File: config.mk
export PLATFORM = sky130hd
export DESIGN_NAME = quad_position_counter
export DESIGN_NICKNAME = d
export VERILOG_FILES = /design/src/rtl/qpc_pkg.sv /design/src/rtl/qpc_rst_sync.sv /design/src/rtl/qpc_filter.sv /design/src/rtl/qpc_decoder.sv /design/src/rtl/quad_position_counter.sv
export SDC_FILE = /design/constraint.sdc
export NUM_CORES = 1
export LEC_CHECK = 0
export BUFFER_PORTS_ARGS = -buffer_cell sky130_fd_sc_hd__buf_2
export CAP_MARGIN = 20
export CORE_MARGIN = 5
export CORE_UTILIZATION = 48
export CTS_CLUSTER_SIZE = 24
export DETAILED_ROUTE_END_ITERATION = 7
export PLACE_DENSITY = 0.68
export SETUP_SLACK_MARGIN = 0.05
export SYNTH_ARGS = -nofsm -noshare
export SYNTH_HDL_FRONTEND = slang
export SYNTH_SLANG_ARGS = --single-unit
export TNS_END_PERCENT = 50
File: constraint.sdc
create_clock -name clk -period 4.65 [get_ports clk]
set_input_delay 0.2325 -clock clk [delete_from_list [all_inputs] [get_ports clk]]
set_output_delay 0.2325 -clock clk [all_outputs]
set_load 0.05 [all_outputs]
File: src/rtl/qpc_pkg.sv
package qpc_pkg;

  typedef enum logic [1:0] {
    STEP_NONE = 2'd0,
    STEP_UP   = 2'd1,
    STEP_DOWN = 2'd2
  } step_t;

  // phase code: 00->0, 01->1, 11->2, 10->3
  function automatic logic [1:0] quad_phase(input logic a, input logic b);
    return {a, a ^ b};
  endfunction

  function automatic step_t quad_step(input logic pa, input logic pb,
                                      input logic a,  input logic b);
    logic [1:0] diff;
    diff = quad_phase(a, b) - quad_phase(pa, pb);
    case (diff)
      2'd1:    return STEP_UP;
      2'd3:    return STEP_DOWN;
      default: return STEP_NONE;
    endcase
  endfunction

endpackage

File: src/rtl/qpc_rst_sync.sv
module qpc_rst_sync #(
  parameter int STAGES = 2
) (
  input  logic clk,
  input  logic arst_n,
  output logic rst_n_o
);
  logic [STAGES-1:0] chain_q;

  always_ff @(posedge clk or negedge arst_n) begin
    if (!arst_n) chain_q <= '0;
    else         chain_q <= {chain_q[STAGES-2:0], 1'b1};
  end

  assign rst_n_o = chain_q[STAGES-1];
endmodule

File: src/rtl/qpc_filter.sv
module qpc_filter #(
  parameter int SYNC_STAGES = 2,
  parameter int FILT_LEN    = 7
) (
  input  logic clk,
  input  logic rst_n,
  input  logic raw_i,
  output logic lvl_o
);
  localparam int CW = (FILT_LEN > 1) ? $clog2(FILT_LEN) : 1;
  localparam logic [CW-1:0] RUN_LAST = CW'(FILT_LEN - 1);

  logic [SYNC_STAGES-1:0] sync_q, sync_d;
  logic [CW-1:0]          run_q, run_d;
  logic                   lvl_q, lvl_d;
  logic                   smp;

  assign smp = sync_q[SYNC_STAGES-1];

  always_comb begin
    sync_d = {sync_q[SYNC_STAGES-2:0], raw_i};
    run_d  = run_q;
    lvl_d  = lvl_q;
    if (smp == lvl_q) begin
      run_d = '0;
    end else if (run_q == RUN_LAST) begin
      run_d = '0;
      lvl_d = smp;
    end else begin
      run_d = run_q + CW'(1);
    end
  end

  always_ff @(posedge clk or negedge rst_n) begin
    if (!rst_n) begin
      sync_q <= '0;
      run_q  <= '0;
      lvl_q  <= 1'b0;
    end else begin
      sync_q <= sync_d;
      run_q  <= run_d;
      lvl_q  <= lvl_d;
    end
  end

  assign lvl_o = lvl_q;

  // a new filtered level must agree with the synchronized sample behind it
  p_filter_agree_r2: assert property (@(posedge clk) disable iff (!rst_n)
    (lvl_q != $past(lvl_q)) |-> ($past(smp) == lvl_q));

  // the filtered level never flips while the sample agrees with it
  p_filter_quiet_r2: assert property (@(posedge clk) disable iff (!rst_n)
    (smp == lvl_q) |=> (lvl_q == $past(lvl_q)));
endmodule

File: src/rtl/qpc_decoder.sv
module qpc_decoder
  import qpc_pkg::*;
#(
  parameter int CNT_W = 16
) (
  input  logic             clk,
  input  logic             rst_n,
  input  logic             a_i,
  input  logic             b_i,
  output logic [CNT_W-1:0] cnt_o
);
  logic             a_q, b_q;
  logic [CNT_W-1:0] cnt_q, cnt_d;
  step_t            step;

  always_comb begin
    step  = quad_step(a_q, b_q, a_i, b_i);
    cnt_d = cnt_q;
    case (step)
      STEP_UP:   cnt_d = cnt_q + CNT_W'(1);
      STEP_DOWN: cnt_d = cnt_q - CNT_W'(1);
      default:   cnt_d = cnt_q;
    endcase
  end

  always_ff @(posedge clk or negedge rst_n) begin
    if (!rst_n) begin
      a_q   <= 1'b0;
      b_q   <= 1'b0;
      cnt_q <= '0;
    end else begin
      a_q   <= a_i;
      b_q   <= b_i;
      cnt_q <= cnt_d;
    end
  end

  assign cnt_o = cnt_q;

  // the count moves by exactly one step at a time
  p_unit_step_r3: assert property (@(posedge clk) disable iff (!rst_n)
    (cnt_q != $past(cnt_q)) |->
      (((cnt_q - $past(cnt_q)) == CNT_W'(1)) || (($past(cnt_q) - cnt_q) == CNT_W'(1))));

  // no input change, no count change
  p_idle_r3: assert property (@(posedge clk) disable iff (!rst_n)
    ((a_i == a_q) && (b_i == b_q)) |=> $stable(cnt_q));

  // simultaneous change of A and B leaves the count alone
  p_invalid_r4: assert property (@(posedge clk) disable iff (!rst_n)
    ((a_i != a_q) && (b_i != b_q)) |=> $stable(cnt_q));
endmodule

File: src/rtl/quad_position_counter.sv
module quad_position_counter #(
  parameter int CNT_W       = 16,
  parameter int SYNC_STAGES = 2,
  parameter int FILT_LEN    = 7
) (
  input  logic             clk,
  input  logic             arst_n,
  input  logic             qa_i,
  input  logic             qb_i,
  input  logic             qz_i,
  input  logic             latch_i,
  input  logic             idx_clr_i,
  output logic [CNT_W-1:0] pos_o,
  output logic [CNT_W-1:0] idx_pos_o,
  output logic             idx_seen_o,
  output logic             a_lvl_o,
  output logic             b_lvl_o,
  output logic             z_lvl_o
);
  localparam int N_IN = 3;

  logic             rst_n;
  logic [N_IN-1:0]  raw_vec, lvl_vec;
  logic [CNT_W-1:0] count;
  logic [CNT_W-1:0] pos_q, pos_d, idx_pos_q, idx_pos_d;
  logic             seen_q, seen_d, z_prev_q;
  logic             z_rise;

  qpc_rst_sync #(.STAGES(2)) u_rst (
    .clk(clk), .arst_n(arst_n), .rst_n_o(rst_n));

  assign raw_vec = {qz_i, qb_i, qa_i};

  for (genvar i = 0; i < N_IN; i++) begin : g_filt
    qpc_filter #(.SYNC_STAGES(SYNC_STAGES), .FILT_LEN(FILT_LEN)) u_filt (
      .clk(clk), .rst_n(rst_n), .raw_i(raw_vec[i]), .lvl_o(lvl_vec[i]));
  end

  qpc_decoder #(.CNT_W(CNT_W)) u_dec (
    .clk(clk), .rst_n(rst_n), .a_i(lvl_vec[0]), .b_i(lvl_vec[1]), .cnt_o(count));

  assign z_rise = lvl_vec[2] & ~z_prev_q;

  always_comb begin
    pos_d     = latch_i ? count : pos_q;
    idx_pos_d = z_rise  ? count : idx_pos_q;
    seen_d    = seen_q;
    if (idx_clr_i) seen_d = 1'b0;
    if (z_rise)    seen_d = 1'b1;
  end

  always_ff @(posedge clk or negedge rst_n) begin
    if (!rst_n) begin
      pos_q     <= '0;
      idx_pos_q <= '0;
      seen_q    <= 1'b0;
      z_prev_q  <= 1'b0;
    end else begin
      pos_q     <= pos_d;
      idx_pos_q <= idx_pos_d;
      seen_q    <= seen_d;
      z_prev_q  <= lvl_vec[2];
    end
  end

  assign pos_o      = pos_q;
  assign idx_pos_o  = idx_pos_q;
  assign idx_seen_o = seen_q;
  assign a_lvl_o    = lvl_vec[0];
  assign b_lvl_o    = lvl_vec[1];
  assign z_lvl_o    = lvl_vec[2];

  // latch copies the running count
  p_latch_r5: assert property (@(posedge clk) disable iff (!rst_n)
    latch_i |=> (pos_o == $past(count)));

  // no latch, read value holds
  p_hold_r5: assert property (@(posedge clk) disable iff (!rst_n)
    !latch_i |=> $stable(pos_o));

  // index rising edge captures the count and raises the flag
  p_index_r6: assert property (@(posedge clk) disable iff (!rst_n)
    z_rise |=> (idx_seen_o && (idx_pos_o == $past(count))));

  // a clear without a simultaneous set drops the flag
  p_clear_r7: assert property (@(posedge clk) disable iff (!rst_n)
    (idx_clr_i && !z_rise) |=> !idx_seen_o);
endmodule

# After elaboration in Yosys (flattened, before gate mapping)
# Cells that the tools add are included.
# totals
register_bits	72
output_inout_bits	36
elab_cells	55
# classes
addsub	6
eq_ne	10
n_mux	10
bitwise	7
reduce_logical	5
# ops
op	count
16-bit one-hot mux with 2 select lines	1
3-bit 2-to-1 mux	6
16-bit by 1-bit adder with 16-bit output, second input constant	1
16-bit by 1-bit subtractor with 16-bit output, second input constant	1
3-bit by 1-bit adder with 3-bit output, second input constant	3
3-bit == test, second input constant	3
2-bit AND reduction	3
2-bit by 1-bit == test with 1-bit output, second input constant	2
2-bit == test, second input constant	2
1-bit NOT	4
2-bit one-hot mux with 2 select lines	1
2-bit nonzero test	2
1-bit == test	3
1-bit 2-to-1 mux	2
2-bit subtractor	1
1-bit bitwise XOR	2
1-bit bitwise AND	1

# Depth between registers and ports, before layout
# logic_depth
word_depth	6
mapped_depth	13
depth_no_buf	11

# Hierarchy
# Synthesis repeated with hierarchy kept, for this count alone.
# unflattened
cells_unflattened	232
area_unflattened_um2	3144.3
# modules_own_cells
mod	n_inst	cells_per_inst	area_per_inst_um2	seq_area_each_um2
quad_position_counter	1	73	1311.3	850.8
qpc_decoder	1	108	1107.3	450.4
qpc_filter	3	16	224.0	150.1
qpc_rst_sync	1	3	53.8	50.0

# Worst setup path before layout
# OpenSTA, ideal clock, no wires.
# synth_path
kind	flip-flop to flip-flop
from	reg g_filt[0].u_filt.lvl_q
to	reg u_dec.cnt_q[14], in the netlist u_dec.cnt_o[14]
arrival_time_ns	3.153
required_time_ns	4.570
slack_ns	1.417
stages_incl_launch_ff	14
synth_period_minus_slack_ns	3.233
cell_sequence	dfrtp_1 xnor2_1 ha_1 buf_2 inv_1 buf_2 nand2_2 xnor2_1 ha_1 nor4_1 nand2_1 a31oi_1 mux2i_1 xnor2_1
# synth_between
elab_chain_cells	6
word_cells_on_any_way	9
cone_classes	add/sub: 1; eq/ne: 4; mux: 2; bitwise: 1; reduce/logical: 1
# synth_rtl
element	line	rtl
start, declared	qpc_filter.sv:15	logic lvl_q, lvl_d;
start signal, assigned	qpc_filter.sv:42	lvl_q <= lvl_d;
1-bit bitwise XOR	qpc_pkg.sv:11	return {a, a ^ b};
2-bit subtractor (*)	qpc_pkg.sv:17	diff = quad_phase(a, b) - quad_phase(pa, pb);
2-bit == test / 2-bit by 1-bit == test with 1-bit output (equally long branches)	qpc_pkg.sv:18	case (diff)
2-bit one-hot mux with 2 select lines (*)	qpc_pkg.sv:18	
2-bit == test / 2-bit by 1-bit == test with 1-bit output (equally long branches)	qpc_decoder.sv:19	case (step)
16-bit one-hot mux with 2 select lines / 2-bit nonzero test (equally long branches)	--	
end signal, assigned	qpc_decoder.sv:34	cnt_q <= cnt_d;
end, declared	qpc_decoder.sv:13	logic [CNT_W-1:0] cnt_q, cnt_d;
# Every way passes the cells marked *; elsewhere a longest branch is shown, timed or not.
# A chain may end at the register's enable or synchronous reset.

# Worst setup path after layout
# Ends and elaborated chain as after synthesis.

==> impl_metrics.json <==
{
  "status": "complete, no violations",
  "placementRows": 30,
  "async_flop_share_pct": 100,
  "hold_class": "input pin to flip-flop",
  "whs_endpoint": "idx_seen_o$_DFFE_PN0P_",
  "cts_tree": "done",
  "grt_max_degree": 71,
  "ys_ff_latch": 72,
  "fin_crit_ps": 3810,
  "drt-met1-wl_mm": 3.07,
  "avgRoutedWirePerCell_um": 16.3,
  "hold_viol_final": 0,
  "cp-end-kind": "flip-flop",
  "setup_violations": 0,
  "drc": 0,
  "area_delta_synth_final_pct": 13.2,
  "synth_nets": 288,
  "drtIter0Drc": 153,
  "final_area_um2": 3720,
  "nNetsFinal": 328,
  "r2r_start": "g_filt[0].u_filt.lvl_o$_DFFE_PN0P_",
  "place.gp.congestion": 0.887,
  "ff2ff_path_depth": 11,
  "dr.pass1.iters": 4,
  "clockRootBuffer": "clkbuf_8",
  "max_stage_delay_ps": 660,
  "drt-total-wl_mm": 6.55,
  "maxSlewHeadroom_pct": 40.5,
  "worstMarginPinSlew_ps": 893,
  "cts_resized": 0,
  "syn_inst": 279,
  "cp_max_fo": 17,
  "ys_seq_area_share_pct": 54.8,
  "numCtsBuffers": 9,
  "ys_types": 44,
  "num_vias": 2188,
  "rrSetupSlack_ps": 840,
  "worstPathCellList": "xnor2_1 -> ha_1 -> inv_1 -> nand2_2 -> xnor2_1 -> ha_1 -> nor4_1 -> nand2_1 -> a31oi_1 -> mux2i_1 -> xnor2_1",
  "dieArea_um2": 8600,
  "fmax_mhz": 263,
  "grt_pass1_vias": 2237,
  "initial_core_util_pct": 48.9,
  "layout-drive-gt1-share_pct": 31.4,
  "h-tree-depth": 3,
  "fin_crit_sh_pct": 81.9,
  "vias_per_cell": 5.44,
  "gr-total-overflow": 0,
  "dr_wl_met3_um": 258,
  "grt_pass1_wl_mm": 11.2,
  "avgSynthCellArea_um2": 11.8,
  "timing.rr.end": "u_dec.cnt_o[14]$_DFFE_PN0P_",
  "clock_latency_ps": 330,
  "place_area_um2": 3530,
  "port_buffers": 42,
  "path_class": "flip-flop to flip-flop",
  "finClkSkew_ps": 6.85,
  "numClockSinks": 72,
  "finalSetupTns_ps": 0,
  "path_common_cell": "xnor2_1",
  "report.final.slew_viol_count": 0,
  "met2WireLength_mm": 3.15,
  "syn_area_um2": 3290,
  "arrival_ps": 4070,
  "postCtsSetupRepairBufs": 0,
  "top_layer": "met4",
  "grtUsageTotal_pct": 16.6,
  "ant_nets": 0,
  "cts.clk_slew.worst_paths_ps": 70,
  "rsz0062_at_grt": "no",
  "insertedDiodeCount": 0,
  "io_pins": 43,
  "drv_cap": 0,
  "worst-path-buf-inv": 1,
  "critical_path.top_delay_family": "simple AND/OR/NAND/NOR gates",
  "worstPathRequired_ps": 4910,
  "min_path_cells": 2,
  "final_util_pct": 55.4,
  "cts_max_path_buffers": 2,
  "core-area_um2": 6720,
  "antenna_found_initial": 0,
  "cp-start-kind": "flip-flop",
  "synth_edf_count": 0,
  "worstHoldStart": "idx_clr_i",
  "die_h_um": 92.8,
  "synth_flop_cell": "dfrtp_1",
  "synth_warnings": 0,
  "cp_slowest_cell": "ha_1",
  "dp_hpwl_mm": 4.46,
  "die_w_um": 92.8
}
Yosys cell counts, types with 4 or more instances:
cell,count,area [um^2]
xor2_1,8,70.1
nand4_1,6,37.5
and3_1,5,31.3
nor4_1,10,62.6
o21ai_0,4,20.0
clkbuf_1,11,41.3
nand3_1,9,45.0
nor3_1,5,25.0
nand2_1,16,60.1
mux2_2,35,394
mux2i_1,6,60.1
a21oi_1,11,55.1
nor2_1,19,71.3
inv_1,6,22.5
or3_1,4,25.0
xnor2_1,13,114
dfrtp_1,72,1800
through the flow:
| step | hold slack, ps | setup WS (ps) | cells |
|---|---|---|---|
| after floorplan | -63.1 | 1420 | 279 |
| after global placement | 18.7 | 1070 | 384 |
| after detailed placement | 20.0 | 875 | 384 |
| after CTS | 64.7 | 860 | 402 |
| after global routing | 78.2 | 492 | 402 |
| final | 75.4 | 841 | 402 |
what timing repair did:
item	4_1_cts	5_1_grt
setup endpoints to repair	0	0
hold buffers	4	0
hold endpoints to repair	5	0
layout by cell type, fill, tap and decap left out, types with 8 or more instances in the layout:
cell type   n
dfrtp_1    71
buf_2      42
a21oi_1    11
xor2_1      8
nand2_1    16
clkbuf_8   10
mux2_2     35
nor4_1     10
nor2_1     19
xnor2_1    13
nand3_1     9
registers in the layout, indices dropped and copies added, names as in the netlist, 2 cells and up:
name,cells
u_dec.cnt_o,16
g_filt.u_filt.sync_q,6
g_filt.u_filt.lvl_o,3
u_rst.chain_q,2
idx_pos_o,16
pos_o,16
g_filt.u_filt.run_q,9
worst max-delay path by stage:
stage / startpoint / endpoint / slack, ps / cells after the start
2_1_floorplan: g_filt[0].u_filt.lvl_o$_DFFE_PN0P_ / u_dec.cnt_o[14]$_DFFE_PN0P_ / 1420 / 13
3_3_place_gp: u_dec.a_q$_DFF_PN0_ / u_dec.cnt_o[14]$_DFFE_PN0P_ / 1070 / 11
3_5_place_dp: g_filt[0].u_filt.lvl_o$_DFFE_PN0P_ / u_dec.cnt_o[14]$_DFFE_PN0P_ / 880 / 11
4_1_cts: g_filt[0].u_filt.lvl_o$_DFFE_PN0P_ / u_dec.cnt_o[14]$_DFFE_PN0P_ / 860 / 11
5_1_grt: g_filt[0].u_filt.lvl_o$_DFFE_PN0P_ / u_dec.cnt_o[14]$_DFFE_PN0P_ / 490 / 11
6_report: g_filt[0].u_filt.lvl_o$_DFFE_PN0P_ / u_dec.cnt_o[14]$_DFFE_PN0P_ / 840 / 11
cell type report:
| cell class | count | area, um^2 |
|---|---|---|
| fillers | 595 | 3000 |
| flip-flops and latches | 72 | 1800 |
| multi-input cells | 183 | 1380 |
| repair buffers | 47 | 258 |
| clock buffers | 13 | 149 |
| well taps | 80 | 100 |
| inverters | 6 | 22.5 |
| clock inverters | 1 | 5.00 |
per-layer routing:
| layer | track usage (%) | vias up |
|---|---|---|
| met1 | 21.6 | 1076 |
| met5 | 0 | - |
| met2 | 26.8 | 39 |
| met3 | 5.28 | 5 |
| li1 | - | 1068 |
| met4 | 4.76 | 0 |
cells by family after synthesis:
kind of cell | after synthesis | share of synthesized area, %
xor+xnor | 23 | 7.16
other cells | 1 | 0.114
flops | 72 | 54.8
compound gates | 29 | 6.32
simple gates | 87 | 13.9
mux | 41 | 13.8
buf+inv | 24 | 3.08
fa+ha+maj | 2 | 0.761
Power is left out: the tool's default activity adds up to more than one toggle a clock period on the data nets, which glitch-free logic cannot reach.
